$ cat config.mk
export PLATFORM = sky130hd
export DESIGN_NAME = nmi_ctx_unit
export DESIGN_NICKNAME = d
export VERILOG_FILES = /design/src/rtl/nmi_ctx_pkg.sv /design/src/rtl/nmi_ctx_save.sv /design/src/rtl/nmi_ctx_cause.sv /design/src/rtl/nmi_ctx_port.sv /design/src/rtl/nmi_ctx_unit.sv
export SDC_FILE = /design/constraint.sdc
export NUM_CORES = 1
export LEC_CHECK = 0
export ABC_AREA = 1
export BUFFER_PORTS_ARGS = -buffer_cell sky130_fd_sc_hd__buf_2
export CAP_MARGIN = 0
export CORE_ASPECT_RATIO = 0.7
export CORE_MARGIN = 4
export CORE_UTILIZATION = 49
export CTS_BUF_LIST = sky130_fd_sc_hd__clkbuf_2 sky130_fd_sc_hd__clkbuf_4 sky130_fd_sc_hd__clkbuf_8
export DETAILED_ROUTE_END_ITERATION = 8
export MAX_ROUTING_LAYER = met4
export PLACE_DENSITY_LB_ADDON = 0.1
export SYNTH_ARGS = -nofsm -noshare
export SYNTH_HDL_FRONTEND = slang
export SYNTH_HIERARCHICAL = 1
export SYNTH_SLANG_ARGS = --single-unit
$ cat constraint.sdc
create_clock -name clk -period 3.2 [get_ports clk]
set_input_delay 0.16 -clock clk [delete_from_list [all_inputs] [get_ports clk]]
set_output_delay 0.16 -clock clk [all_outputs]
set_load 0.02 [all_outputs]
$ cat src/rtl/nmi_ctx_pkg.sv
package nmi_ctx_pkg;
  localparam int XLEN     = 32;
  localparam int PC_KEEP  = 26;
  localparam int PSW_KEEP = 8;
  localparam int CODE_W   = XLEN / 2;

  typedef enum logic [1:0] {
    SEL_SPC   = 2'd0,
    SEL_SPSW  = 2'd1,
    SEL_CAUSE = 2'd2,
    SEL_NONE  = 2'd3
  } sr_sel_e;

  function automatic logic [XLEN-1:0] keep_low(input logic [XLEN-1:0] v, input int n);
    logic [XLEN-1:0] r;
    for (int i = 0; i < XLEN; i++) r[i] = (i < n) ? v[i] : 1'b0;
    return r;
  endfunction

  function automatic logic [XLEN-1:0] resume_addr(input logic [XLEN-1:0] here,
                                                  input logic [XLEN-1:0] after,
                                                  input logic hdiv);
    return hdiv ? here : after;
  endfunction
endpackage

$ cat src/rtl/nmi_ctx_save.sv
module nmi_ctx_save
  import nmi_ctx_pkg::*;
(
  input  logic            clk,
  input  logic            rst_n,
  input  logic            nmi_take,
  input  logic [XLEN-1:0] cur_pc,
  input  logic [XLEN-1:0] nxt_pc,
  input  logic            cur_hdiv,
  input  logic [XLEN-1:0] cur_psw,
  input  logic            reti,
  input  logic            wr_spc,
  input  logic            wr_spsw,
  input  logic [XLEN-1:0] wdata,
  output logic [XLEN-1:0] spc,
  output logic [XLEN-1:0] spsw,
  output logic            ret_valid
);
  logic [XLEN-1:0] resume;
  logic            port_pc_evt;
  logic            port_psw_evt;

  assign resume       = resume_addr(cur_pc, nxt_pc, cur_hdiv);
  assign port_pc_evt  = wr_spc  & ~nmi_take;
  assign port_psw_evt = wr_spsw & ~nmi_take;

  always_ff @(posedge clk) begin
    if (!rst_n) begin
      spc  <= '0;
      spsw <= '0;
    end else if (nmi_take) begin
      spc  <= keep_low(resume, PC_KEEP);
      spsw <= keep_low(cur_psw, PSW_KEEP);
    end else begin
      if (wr_spc)  spc  <= keep_low(wdata, PC_KEEP);
      if (wr_spsw) spsw <= keep_low(wdata, PSW_KEEP);
    end
  end

  assign ret_valid = reti & ~nmi_take;


  nmi_pc_cap_chk: assert property (@(posedge clk) disable iff (!rst_n)
    nmi_take && !cur_hdiv |=> spc[PC_KEEP-1:0] == $past(nxt_pc[PC_KEEP-1:0]) && spc[XLEN-1:PC_KEEP] == '0);

  nmi_hdiv_cap_chk: assert property (@(posedge clk) disable iff (!rst_n)
    nmi_take && cur_hdiv |=> spc[PC_KEEP-1:0] == $past(cur_pc[PC_KEEP-1:0]));

  nmi_psw_cap_chk: assert property (@(posedge clk) disable iff (!rst_n)
    nmi_take |=> spsw[PSW_KEEP-1:0] == $past(cur_psw[PSW_KEEP-1:0]) && spsw[XLEN-1:PSW_KEEP] == '0);

  nmi_over_ret_chk: assert property (@(posedge clk) disable iff (!rst_n)
    nmi_take |-> !ret_valid);

  port_pc_write_chk: assert property (@(posedge clk) disable iff (!rst_n)
    port_pc_evt |=> spc == keep_low($past(wdata), PC_KEEP));

  port_psw_write_chk: assert property (@(posedge clk) disable iff (!rst_n)
    port_psw_evt |=> spsw == keep_low($past(wdata), PSW_KEEP));
endmodule

$ cat src/rtl/nmi_ctx_cause.sv
module nmi_ctx_cause
  import nmi_ctx_pkg::*;
(
  input  logic              clk,
  input  logic              rst_n,
  input  logic              nmi_take,
  input  logic [CODE_W-1:0] nmi_code,
  input  logic              exc_take,
  input  logic [CODE_W-1:0] exc_code,
  input  logic              cause_wr_try,
  output logic [XLEN-1:0]   cause
);
  logic [CODE_W-1:0] hi_q;
  logic [CODE_W-1:0] lo_q;

  always_ff @(posedge clk) begin
    if (!rst_n) begin
      hi_q <= '0;
      lo_q <= '0;
    end else begin
      if (nmi_take) hi_q <= nmi_code;
      if (exc_take) lo_q <= exc_code;
    end
  end

  assign cause = {hi_q, lo_q};


  nmi_keeps_low_chk: assert property (@(posedge clk) disable iff (!rst_n)
    nmi_take && !exc_take |=> cause[CODE_W-1:0] == $past(cause[CODE_W-1:0]) && cause[XLEN-1:CODE_W] == $past(nmi_code));

  exc_keeps_high_chk: assert property (@(posedge clk) disable iff (!rst_n)
    exc_take && !nmi_take |=> cause[XLEN-1:CODE_W] == $past(cause[XLEN-1:CODE_W]) && cause[CODE_W-1:0] == $past(exc_code));

  cause_write_drop_chk: assert property (@(posedge clk) disable iff (!rst_n)
    cause_wr_try && !nmi_take && !exc_take |=> $stable(cause));
endmodule

$ cat src/rtl/nmi_ctx_port.sv
module nmi_ctx_port
  import nmi_ctx_pkg::*;
(
  input  logic [1:0]      sr_sel,
  input  logic            sr_wr,
  input  logic [XLEN-1:0] spc,
  input  logic [XLEN-1:0] spsw,
  input  logic [XLEN-1:0] cause,
  output logic            wr_spc,
  output logic            wr_spsw,
  output logic            cause_wr_try,
  output logic [XLEN-1:0] sr_rdata
);
  sr_sel_e sel;
  assign sel = sr_sel_e'(sr_sel);

  assign wr_spc       = sr_wr && sel == SEL_SPC;
  assign wr_spsw      = sr_wr && sel == SEL_SPSW;
  assign cause_wr_try = sr_wr && sel == SEL_CAUSE;

  always_comb begin
    unique case (sel)
      SEL_SPC:   sr_rdata = spc;
      SEL_SPSW:  sr_rdata = spsw;
      SEL_CAUSE: sr_rdata = cause;
      default:   sr_rdata = '0;
    endcase
  end


  always_comb begin
    wr_onehot_chk: assert ($onehot0({wr_spc, wr_spsw, cause_wr_try}));
  end
endmodule

$ cat src/rtl/nmi_ctx_unit.sv
module nmi_ctx_unit
  import nmi_ctx_pkg::*;
(
  input  logic              clk,
  input  logic              rst_n,
  input  logic              nmi_take,
  input  logic [XLEN-1:0]   cur_pc,
  input  logic [XLEN-1:0]   nxt_pc,
  input  logic              cur_hdiv,
  input  logic [XLEN-1:0]   cur_psw,
  input  logic [CODE_W-1:0] nmi_code,
  input  logic              exc_take,
  input  logic [CODE_W-1:0] exc_code,
  input  logic              reti,
  output logic              ret_valid,
  output logic [XLEN-1:0]   ret_pc,
  output logic [XLEN-1:0]   ret_psw,
  input  logic [1:0]        sr_sel,
  input  logic              sr_wr,
  input  logic [XLEN-1:0]   sr_wdata,
  output logic [XLEN-1:0]   sr_rdata
);
  logic [XLEN-1:0] spc;
  logic [XLEN-1:0] spsw;
  logic [XLEN-1:0] cause;
  logic            wr_spc;
  logic            wr_spsw;
  logic            cause_wr_try;

  nmi_ctx_port u_port (
    .sr_sel(sr_sel), .sr_wr(sr_wr), .spc(spc), .spsw(spsw), .cause(cause),
    .wr_spc(wr_spc), .wr_spsw(wr_spsw), .cause_wr_try(cause_wr_try), .sr_rdata(sr_rdata)
  );

  nmi_ctx_save u_save (
    .clk(clk), .rst_n(rst_n), .nmi_take(nmi_take), .cur_pc(cur_pc), .nxt_pc(nxt_pc),
    .cur_hdiv(cur_hdiv), .cur_psw(cur_psw), .reti(reti), .wr_spc(wr_spc),
    .wr_spsw(wr_spsw), .wdata(sr_wdata), .spc(spc), .spsw(spsw), .ret_valid(ret_valid)
  );

  nmi_ctx_cause u_cause (
    .clk(clk), .rst_n(rst_n), .nmi_take(nmi_take), .nmi_code(nmi_code),
    .exc_take(exc_take), .exc_code(exc_code), .cause_wr_try(cause_wr_try), .cause(cause)
  );

  assign ret_pc  = spc;
  assign ret_psw = spsw;


  ret_follows_save_chk: assert property (@(posedge clk) disable iff (!rst_n)
    ret_valid |-> ret_pc == sr_rdata || sr_sel != 2'd0);
endmodule

-- Yosys cells after proc, flatten, opt, wreduce, memory -nomap -nowiden
Index checks and enable logic that the tools add are counted.
Widths: inputs -> output; s select.
- input port bits: 169
- output and inout port bits: 97
- word-level logic and storage cells: 19
- bits in registers: 66
- equality and inequality tests: 2
- reductions and logical operators: 5
- bitwise operators: 2
- multiplexer cells: 6
- operators with widths (operator ; number):
    $pmux 32 s3 ; 1
    $mux 26 ; 3
    $mux 8 ; 2
    $reduce_bool 2->1 ; 2
    $eq 2x1->1 const B ; 1
    $eq 2x2->1 const B ; 1
    $logic_and 1x1->1 ; 2
    $logic_not 2->1 ; 1
    $and 1x1->1 ; 1
    $not 1->1 ; 1

-- Logic depth before layout (Yosys ltp)
Gate-level depths: netlist (run 1).
- depth in word-level cells: 4
- depth in mapped cells: 10
- depth with buffers taken out: 7

-- Cells and area by module
Netlist (run 1), hierarchy kept.
- by module, submodules not included (module ; area an instance (um^2) ; cells an instance ; times used ; sequential area each (um^2)):
    nmi_ctx_save ; 2338.5 ; 401 ; 1 ; 680.7
    nmi_ctx_cause ; 1350.0 ; 201 ; 1 ; 640.6
    nmi_ctx_port ; 800.8 ; 152 ; 1 ; 0.0

-- Worst setup path after synthesis (run 1)
OpenSTA, ideal clock, no wires.
- kind: in2reg
- start: input sr_sel[0]
- end: register u_save.spc[10]
- arrival: 1370 ps
- cell stages on the path: 7
- path slack: 1710 ps
- buffers on the path: 3
- setup time: 119 ps
- required time: 3081 ps
- path through: buf_6 buf_2 nor3_1 inv_2 clkbuf_1 o21ai_0 a21oi_1
- longest elaborated chain between the ends: 3
- RTL lines (item ; line ; text):
    from (decl) ; nmi_ctx_unit.sv:18 ; input logic [1:0] sr_sel,
    $logic_not 2->1 ; nmi_ctx_port.sv:17 ; assign wr_spc = sr_wr && sel == SEL_SPC;
    $logic_and 1x1->1 ; nmi_ctx_port.sv:17 ;
    named net wr_spc ; nmi_ctx_unit.sv:26 ; logic wr_spc;
    $reduce_bool 2->1 (no line) ; - ;
    to (signal assigned) ; nmi_ctx_save.sv:32 ; spc <= keep_low(resume, PC_KEEP);
    to (signal assigned) ; nmi_ctx_save.sv:35 ; if (wr_spc) spc <= keep_low(wdata, PC_KEEP);
    to (decl) ; nmi_ctx_save.sv:15 ; output logic [XLEN-1:0] spc,
The timed path passes the listed nets, and every way through them passes these cells.
A chain may end at the register's enable or synchronous reset.

-- Worst setup path in the final report (run 1)
- start: input sr_sel[0]
- end: output sr_rdata[8]
- longest elaborated chain between the ends: 2
- elaborated cells between the ends (all ways): 4
- those cells by class: eq/ne (2); mux (1); reduce/logical (1)
- RTL lines (item ; line ; text):
    $eq 2x2->1 (tied with other cells) ; - ;
    $pmux 32 s3 (*) ; nmi_ctx_port.sv:22 ; unique case (sel)
    to (decl) ; nmi_ctx_unit.sv:21 ; output logic [XLEN-1:0] sr_rdata
Every way passes the cells marked *; elsewhere a longest branch is shown, timed or not.

==> out/summary.txt, run 1 <==
CTS tree -> yes
Setup crit start -> sr_sel[0]
Post-CTS Hold Buffers -> 0
Critical path peak fanout -> 32
Sum of overflow across all layers after global routing -> 0
# Post-CTS Setup Buffers -> 0
Register-to-Register Setup Slack -> 2290 ps
Area taken by multi-input logic gates -> 0.00221 mm^2
Number of nets in the layout -> 1080
Sequential Area -> 0.00132 mm^2
Worst voltage drop across the vdd grid -> 209 uV
Clock transition at the registers of the reported paths -> 70 ps
Layout cells sized above 1 -> 24.2%
Synthesis Warnings -> 6
Floorplan Core Area -> 0.00869 mm^2
Number of sinks driven by the clock tree -> 66
Final weighted congestion of routability-driven global placement -> 0.883
Area growth, synth to finish -> 19.1%
Classification of the worst setup path -> in2out
Hold Vio Cnt, Final -> 0
Worst slew margin relative to its limit -> 16.4%
Via count -> 5063
Total Neg Setup Slack -> 0 ps
Effective utilization at floorplan -> 51.6%
Number of antenna violations at the first check in global routing -> 0
Largest net degree at the start of global routing -> 67
Total leakage power -> 0.00322 uW
Detailed-routing iteration count for the pre-antenna-repair pass -> 5
Number of primary I/O pins -> 266
Vias in the first global route -> 4709
Total routed wirelength -> 14700 um
Crit path to -> sr_rdata[8]
CTS buffer count -> 9
Number of antenna repair diodes -> 0
Outcome -> finished, final reports clean
Cell count of the worst reg-to-reg path -> 4
First-pass GRT wire length -> 22700 um
Total die area -> 0.0108 mm^2
Final period util -> 54.0%
Tightest hold margin -> 117 ps
Per-cell routed wire length -> 14.2 um
PD cells -> 414 mW/mm^2
DP HPWL -> 10800 um
Capturing point of the worst reg2reg path -> u_save/spc[16]$_SDFFE_PN0P_
Row count -> 28
Horiz. Die Dim -> 122 um
Total DRC errors in the routed layout -> 0
Per-cell via count in the routed design -> 4.89
Arrival time of the worst setup path -> 1570 ps
Global Route Usage Sum -> 27.3%
Avg Synthesized Cell Area -> 5.95 um^2
Required @ worst endpoint -> 3040 ps
Max-Cap Viols -> 0
Clock Root Buffer -> sky130_fd_sc_hd__clkbuf_8
1st-iter DRT viols -> 336
Worst-case clock buffer depth -> 2
Type of the tightest min-delay check -> in2reg
Post-route minimum period -> 1730 ps
Number of slew-limit violations in the final report -> 0
Number of fill cells in the layout -> 881
Insertion delay of the later-clocked pin in the worst-skew pair -> 320 ps
RSZ-0062 raised after global routing -> false
Slew @ Worst Pin -> 1250 ps
Skew final -> 0 ps
Post-cts resize count -> 0
Launch point of the worst reg-to-reg path -> u_save/spc[16]$_SDFFE_PN0P_
Final Setup Violations -> 0
Summed instance area of the synthesized netlist -> 0.00448 mm^2
Post-synthesis instance total -> 753
Maximum achievable frequency -> 579 MHz
Count of buffers from port buffering -> 193
ANT nets after route -> 0
Critical path capture point type -> output pin
CTS H-tree lvls -> 3
Launching element type of the critical path -> input pin
Die Ht -> 88.0 um
[through the flow]
stage | std cells | power, uW | setup WS, ps | utilization [%] | area [um^2]
3_5_place_dp | 1020 | 1510 | 1230 | 59.2 | 5140
5_1_grt | 1035 | 2330 | 1320 | 61.4 | 5330
3_3_place_gp | 1020 | 1510 | 1300 | 59.2 | 5140
2_1_floorplan | 782 | 1360 | 1720 | - | 4590
6_report | 1035 | 2210 | 1470 | 61.4 | 5330
4_1_cts | 1035 | 2210 | 1470 | 61.4 | 5330
[metal layers]
layer | GRT usage (%) | part of all wire, % | routed length, um | up-vias
met4 | 6.40 | 1.4 | 199 | 0
met3 | 5.81 | 8.2 | 1200 | 18
met2 | 44.5 | 46 | 6800 | 215
met1 | 35.0 | 44 | 6480 | 2275
met5 | - | 0 | 0 | -
li1 | - | - | - | 2555
[worst max-delay path: stages]
cell and delay (ps):
sky130_fd_sc_hd__buf_2 250, sky130_fd_sc_hd__buf_4 280, sky130_fd_sc_hd__nor2_8 440, sky130_fd_sc_hd__nand2_1 130
sky130_fd_sc_hd__nand3_1 120, sky130_fd_sc_hd__buf_2 180
[cell usage in the layout, fill, tap and decap left out, types with 2 or more instances in the layout]
cell type,n
sky130_fd_sc_hd__inv_1,121
sky130_fd_sc_hd__clkinv_2,2
sky130_fd_sc_hd__nor2_2,3
sky130_fd_sc_hd__dfxtp_1,66
sky130_fd_sc_hd__nor2_1,62
sky130_fd_sc_hd__nand2_1,224
sky130_fd_sc_hd__nor2_4,2
sky130_fd_sc_hd__buf_4,2
sky130_fd_sc_hd__o21ai_0,23
sky130_fd_sc_hd__inv_2,2
sky130_fd_sc_hd__clkbuf_4,2
sky130_fd_sc_hd__inv_4,2
sky130_fd_sc_hd__nand3_1,138
sky130_fd_sc_hd__clkbuf_8,10
sky130_fd_sc_hd__a21oi_1,26
sky130_fd_sc_hd__o21ai_1,3
sky130_fd_sc_hd__conb_1,30
sky130_fd_sc_hd__buf_2,193
[power breakdown]
group | total, uW | internal, uW | switching, uW
registers | 929 | 881 | 47.8
clock network | 701 | 392 | 308
logic | 578 | 195 | 383
total | 2210 | 1470 | 739
[layout make-up]
type / count / area share [%]
Multi-Input combinational cell: 514 / 41.5
Tap cell: 120 / 2.82
Clock inverter: 3 / 0.751
Timing Repair Buffer: 195 / 18.4
Inverter: 125 / 8.89
Sequential cell: 66 / 24.8
Clock buffer: 12 / 2.86
[state kept, by name, indices dropped and copies added (netlist names)]
signal and flops:
u_save/spsw 8, u_cause/hi_q 16, u_cause/lo_q 16, u_save/spc 26
[worst min path at each step]
| stage | start | endpoint | slack (ps) | depth (start not counted) |
|---|---|---|---|---|
| global placement | exc_code[13] | u_cause/lo_q[13]$_SDFFE_PN0P_ | 450 | 5 |
| finish | exc_code[10] | u_cause/lo_q[10]$_SDFFE_PN0P_ | 120 | 5 |
| CTS | nmi_code[14] | u_cause/hi_q[14]$_SDFFE_PN0P_ | 110 | 5 |
| global route | nmi_code[13] | u_cause/hi_q[13]$_SDFFE_PN0P_ | 120 | 5 |
| detailed placement | exc_code[15] | u_cause/lo_q[15]$_SDFFE_PN0P_ | 460 | 5 |
| floorplan | rst_n | u_cause/hi_q[13]$_SDFFE_PN0P_ | 280 | 2 |
Note: power is estimated with default switching activity, not from simulation.
==> run 2: changes to the inputs <==
--- a/config.mk
+++ b/config.mk
@@ -5,12 +5,12 @@
 export SDC_FILE = /design/constraint.sdc
 export NUM_CORES = 1
 export LEC_CHECK = 0
-export ABC_AREA = 1
+export ABC_AREA = 0
 export BUFFER_PORTS_ARGS = -buffer_cell sky130_fd_sc_hd__buf_2
 export CAP_MARGIN = 0
 export CORE_ASPECT_RATIO = 0.7
 export CORE_MARGIN = 4
-export CORE_UTILIZATION = 49
+export CORE_UTILIZATION = 44
 export CTS_BUF_LIST = sky130_fd_sc_hd__clkbuf_2 sky130_fd_sc_hd__clkbuf_4 sky130_fd_sc_hd__clkbuf_8
 export DETAILED_ROUTE_END_ITERATION = 8
 export MAX_ROUTING_LAYER = met4
==> constraint.sdc (replaced) <==
create_clock -name clk -period 1.75 [get_ports clk]
set_input_delay 0.0875 -clock clk [delete_from_list [all_inputs] [get_ports clk]]
set_output_delay 0.0875 -clock clk [all_outputs]
set_load 0.02 [all_outputs]
==> run 2 against run 1 <==
Net effect: sequential power is 80% higher; global-route usage decreased by 5.8 points; critical path type is now reg2out; wire length decreased by 20%; synthesized cell count shrank 51%; register-to-register slack lost 1500 ps; clock skew did not move; design area increased by 0.16%; via count fell by 32%.
==> out/summary.txt, run 2 <==
Crit path to -> sr_rdata[3]
Share of power burned in the clock network -> 29.4%
1st-iter DRT viols -> 107
Worst-case clock buffer depth -> 2
ANT nets after route -> 0
Hold Vio Cnt, Final -> 0
Net load switching power -> 1200 uW
Register-to-Register Setup Slack -> 830 ps
Skew final -> 0 ps
Total die area -> 0.0109 mm^2
Per-cell routed wire length -> 16.7 um
Final period util -> 69.5%
Register ranked first by flip-flop count -> u_save/spc
Post-route insts no fill -> 702
Internal -> 2670 uW
Detailed-routing iteration count for the pre-antenna-repair pass -> 4
Final weighted congestion of routability-driven global placement -> 0.756
CTS H-tree lvls -> 3
Cell count of the worst reg-to-reg path -> 2
Commonest cells after routing, fill and taps aside -> sky130_fd_sc_hd__buf_2 (193), sky130_fd_sc_hd__mux2i_1 (116), sky130_fd_sc_hd__dfxtp_1 (66)
Floorplan Core Area -> 0.00907 mm^2
Count of buffers from port buffering -> 193
Sum of overflow across all layers after global routing -> 0
Largest registers -> u_save/spc (26), u_cause/hi_q (16), u_cause/lo_q (16)
Hold Path Origin -> nxt_pc[11]
Synthesis Warnings -> 6
Outcome -> finished, final reports clean
Post-synthesis instance total -> 367
Launching element type of the critical path -> register
Total leakage power -> 0.00267 uW
Vias in the first global route -> 3378
Number of sinks driven by the clock tree -> 66
Max FFs per register -> 26
Number of slew-limit violations in the final report -> 0
Critical path peak fanout -> 3
Clock transition at the registers of the reported paths -> 70 ps
Classification of the worst setup path -> reg2out
CTS tree -> yes
Total Neg Setup Slack -> 0 ps
Area growth, synth to finish -> 30.8%
Critical path capture point type -> output pin
Finished Core Util -> 58.9%
RSZ-0062 raised after global routing -> false
Row count -> 29
Sequential share of power -> 43.2%
Setup crit start -> u_save/spc[3]$_SDFFE_PN0P_
Number of antenna repair diodes -> 0
Most common cell after layout, fill and taps aside -> sky130_fd_sc_hd__buf_2
Summed instance area of the synthesized netlist -> 0.00409 mm^2
Total routed wirelength -> 11700 um
CTS buffer count -> 9
DP HPWL -> 8760 um
Maximum achievable frequency -> 823 MHz
Number of nets in the layout -> 743
Worst slew margin relative to its limit -> 64.7%
Final Setup Violations -> 0
Type of the tightest min-delay check -> in2reg
Arrival time of the worst setup path -> 1130 ps
Die Ht -> 88.6 um
Share of total power in combinational logic -> 27.4%
Number of fill cells in the layout -> 834
Largest net degree at the start of global routing -> 33
Total DRC errors in the routed layout -> 0
Slew @ Worst Pin -> 530 ps
Instance count after placement with tap cells included -> 661
Global Route Usage Sum -> 21.5%
Number of antenna violations at the first check in global routing -> 0
Capturing point of the worst reg2reg path -> u_save/spsw[3]$_SDFFE_PN0P_
Avg Synthesized Cell Area -> 11.1 um^2
Via count -> 3442
Effective utilization at floorplan -> 45.0%
First-pass GRT wire length -> 17400 um
Clock Root Buffer -> sky130_fd_sc_hd__clkbuf_8
Horiz. Die Dim -> 123 um
Launch point of the worst reg-to-reg path -> u_save/spsw[3]$_SDFFE_PN0P_
Required @ worst endpoint -> 1660 ps
PD cells -> 724 mW/mm^2
Per-cell via count in the routed design -> 4.90
Post-cts resize count -> 0
Number of primary I/O pins -> 266
Post-route minimum period -> 1220 ps
Worst voltage drop across the vdd grid -> 463 uV
Layout cells sized above 1 -> 42.2%
Insertion delay of the later-clocked pin in the worst-skew pair -> 330 ps
Proportion of total power due to net switching -> 31.0%
Max-Cap Viols -> 0
run 2: cell type report:
type	instances	area, um^2	share of cell area [%]
sequential	66	1320	24.7
tap	124	155	2.90
timing repair buffer	231	1370	25.6
clock inverter	3	15.0	0.281
clock buffer	12	159	2.97
multi-input combinational	266	2320	43.5
run 2: what timing repair did:
item | CTS | global route
buffers inserted | 0 | 0
endpoints found under the setup margin | 0 | 0
hold endpoints to repair | 26 | 0
hold buffers | 26 | 0
run 2: worst min path at each step:
| stage | slack (ps) | to | cells past startpoint |
|---|---|---|---|
| floorplan | 220 | u_cause/hi_q[13]$_SDFFE_PN0P_ | 1 |
| global placement | 340 | u_cause/lo_q[0]$_SDFFE_PN0P_ | 3 |
| global route | 6 | u_cause/hi_q[7]$_SDFFE_PN0P_ | 3 |
| detailed placement | 350 | u_cause/lo_q[15]$_SDFFE_PN0P_ | 3 |
| CTS | 3 | u_save/spc[10]$_SDFFE_PN0P_ | 3 |
| finish | 30 | u_save/spc[11]$_SDFFE_PN0P_ | 3 |
run 2: per-stage QoR:
stage | cell area (um^2) | setup slack (ps) | hold WS, ps | total power, uW
after CTS | 5340 | 495 | 3.37 | 3920
after floorplan | 4190 | 381 | 216 | 2440
final | 5340 | 535 | 27.3 | 3870
after detailed placement | 4910 | 260 | 351 | 2720
after global placement | 4910 | 296 | 345 | 2700
after global routing | 5340 | 397 | 5.55 | 4080
run 2: worst max-delay path: stages (launching register included):
cell                        delay [ps]
sky130_fd_sc_hd__dfxtp_1           370
sky130_fd_sc_hd__mux2i_1            80
sky130_fd_sc_hd__o2bb2ai_1         160
sky130_fd_sc_hd__buf_2             190
run 2: metal layers:
| metal | wire length (um) | vias to the layer above | global-route usage (%) |
|---|---|---|---|
| li1 | - | 1698 | - |
| met1 | 5230 | 1597 | 26.1 |
| met2 | 5440 | 136 | 35.1 |
| met4 | 89 | 0 | 4.82 |
| met5 | 0 | - | - |
| met3 | 951 | 11 | 6.96 |
run 2: power groups by stage:
stage | sequential, uW | clock (uW) | combinational (uW)
6_report | 1670 | 1140 | 1060
5_1_grt | 1680 | 1250 | 1140
4_1_cts | 1670 | 1190 | 1060
3_5_place_dp | 1700 | 0 | 1010
3_3_place_gp | 1700 | 0 | 1000
2_1_floorplan | 1760 | 0 | 683
==> run 3: changes to the inputs <==
==> constraint.sdc (replaced) <==
create_clock -name clk -period 1.2 [get_ports clk]
set_input_delay 0.06 -clock clk [delete_from_list [all_inputs] [get_ports clk]]
set_output_delay 0.06 -clock clk [all_outputs]
set_load 0.02 [all_outputs]
==> run 3 against run 2 <==
Net effect: clock-buffer cell count shrank 1; combinational power grew 66%; power grew 53%; flip-flop and latch count is the same; wire length grew 6.3%; via count grew 6.4%; largest power group unchanged; highest routed layer unchanged.
==> out/summary.txt, run 3 (same netlist as run 2, synthesis figures left out) <==
Effective utilization at floorplan -> 45.0%
CTS tree -> yes
Clock transition at the registers of the reported paths -> 70 ps
CTS buffer count -> 9
CTS H-tree lvls -> 3
Net load switching power -> 1840 uW
Buffers and inverters on the worst path -> 1
Internal -> 4070 uW
Worst Hold Depth -> 3
Maximum achievable frequency -> 846 MHz
RSZ-0062 raised after global routing -> true
Commonest cells after routing, fill and taps aside -> sky130_fd_sc_hd__buf_2 (165), sky130_fd_sc_hd__mux2i_1 (116), sky130_fd_sc_hd__dlygate4sd3_1 (61)
Share of total power in combinational logic -> 29.7%
Via count -> 3662
Per-cell via count in the routed design -> 4.90
Post-route minimum period -> 1180 ps
Type of the tightest min-delay check -> in2reg
Total die area -> 0.0109 mm^2
Standard cell with the maximum stage delay on the critical path -> sky130_fd_sc_hd__dfxtp_2
Count of buffers from port buffering -> 193
Number of sinks driven by the clock tree -> 66
Proportion of total power due to net switching -> 31.2%
ANT nets after route -> 0
First-pass GRT wire length -> 18500 um
Critical path peak fanout -> 3
Total routed wirelength -> 12400 um
Sum of overflow across all layers after global routing -> 0
Largest registers -> u_save/spc (26), u_cause/hi_q (16), u_cause/lo_q (16)
Layout cells sized above 1 -> 47.8%
1st-iter DRT viols -> 138
DP HPWL -> 8850 um
Worst voltage drop across the vdd grid -> 619 uV
Row count -> 29
Met3 Resource Use GR -> 5.75%
Global-route layer with the greatest usage -> met2
Insertion delay of the later-clocked pin in the worst-skew pair -> 340 ps
Final weighted congestion of routability-driven global placement -> 0.789
Horiz. Die Dim -> 123 um
Largest net degree at the start of global routing -> 33
Final period util -> 98.5%
Per-cell routed wire length -> 16.7 um
Final Instance Area -> 0.00596 mm^2
Instance count after placement with tap cells included -> 665
Total DRC errors in the routed layout -> 0
Final Setup Violations -> 0
Number of antenna repair diodes -> 0
Critical path capture point type -> output pin
Most common cell after layout, fill and taps aside -> sky130_fd_sc_hd__buf_2
Number of fill cells in the layout -> 754
Cell count of the worst reg-to-reg path -> 2
Critical Path, Cell by Cell -> mux2i_1 > o2bb2ai_1 > buf_4
Max-Cap Viols -> 0
Sequential share of power -> 41.5%
Clock Root Buffer -> sky130_fd_sc_hd__clkbuf_8
Outcome -> finished, final reports clean
Number of slew-limit violations in the final report -> 0
PD cells -> 992 mW/mm^2
Total leakage power -> 0.00291 uW
Number of antenna violations at the first check in global routing -> 0
Category of cells accounting for the largest share of critical-path delay -> flip-flops
Fin worst setup slack -> 17.7 ps
Number of primary I/O pins -> 266
Total Neg Setup Slack -> 0 ps
Skew final -> 0 ps
Share of power burned in the clock network -> 28.7%
Delay of the slowest cell on the worst path -> 350 ps
Post-route insts no fill -> 747
Tightest hold margin -> 11.9 ps
Detailed-routing iteration count for the pre-antenna-repair pass -> 4
Floorplan Core Area -> 0.00907 mm^2
Placed Instance Area -> 0.00500 mm^2
Launching element type of the critical path -> register
Global Route Usage Sum -> 22.7%
Max FFs per register -> 26
Register ranked first by flip-flop count -> u_save/spc
Number of nets in the layout -> 788
Hold Vio Cnt, Final -> 0
Required @ worst endpoint -> 1140 ps
Arrival time of the worst setup path -> 1120 ps
Worst-case clock buffer depth -> 2
M2 GR Usage -> 38.8%
Setup slack after placement -> -68.6 ps
Routing usage on met1 -> 27.3%
Classification of the worst setup path -> reg2out
Vias in the first global route -> 3601
Cell depth of the worst setup path -> 3
Die Ht -> 88.6 um
Area growth, synth to finish -> 45.8%
==> run 3: changes by cell type in the layout (fill, tap and decap cells not counted), sizes merged <==
| cell | before | now |
|---|---|---|
| dlygate4sd3 | 26 | 61 |
| buf | 205 | 215 |
| clkinvlp | 0 | 3 |
| clkinv | 3 | 1 |
| clkbuf | 12 | 11 |
==> run 3: layout make-up <==
class / count / area, um^2 / area share [%]
Tap cell: 124 / 155 / 2.60
Clock inverter: 4 / 27.5 / 0.462
Sequential cell: 66 / 1370 / 22.9
Timing Repair Buffer: 276 / 1890 / 31.8
Clock buffer: 11 / 151 / 2.54
Multi-Input combinational cell: 266 / 2360 / 39.7
==> run 3: through the flow <==
| stage | utilization, % | power (uW) |
|---|---|---|
| after detailed placement | 55.1 | 4010 |
| after floorplan | - | 3600 |
| after CTS | 64.2 | 5890 |
| after global routing | 65.7 | 6210 |
| after global placement | 55.1 | 3980 |
| final | 65.7 | 5910 |
==> run 3: path summary, 6_finish.rpt <==
check	slack (ps)	endpoint	from
max	20	sr_rdata[25]	u_save/spc[25]$_SDFFE_PN0P_
min reg2reg	520	u_cause/hi_q[12]$_SDFFE_PN0P_	u_cause/hi_q[12]$_SDFFE_PN0P_
max reg2reg	260	u_save/spsw[7]$_SDFFE_PN0P_	u_save/spsw[7]$_SDFFE_PN0P_
min	10	u_cause/lo_q[5]$_SDFFE_PN0P_	exc_code[5]
==> run 3: power by group through the flow <==
stage                     Combinational (uW)  Sequential [uW]  Clock, uW
after floorplan                         1030             2570          0
after global placement                  1490             2490          0
after detailed placement                1510             2490          0
after CTS                               1680             2450       1760
after global routing                    1890             2480       1850
final                                   1760             2460       1700
==> run 3: worst reg2reg max path: cells and delay by family, from the launching register on <==
family / cells / cell delay [ps]
flops: 1 / 340
mux: 1 / 270
compound gates: 1 / 220
==> run 3: metal layers <==
layer / vias to the layer above / part of all wire, %
met2: 140 / 49
met1: 1719 / 44
met5: - / 0
met4: 0 / 1.1
li1: 1788 / -
met3: 15 / 6.5
==> run 3: repair_timing <==
action | CTS | global route
cloned | 0 | 0
endpoints found under the setup margin | 26 | 30
hold endpoints to repair | 48 | 0
setup buffers | 0 | 6
gates resized for setup | 15 | 50
hold buffers | 61 | 0
pin swaps | 3 | 15
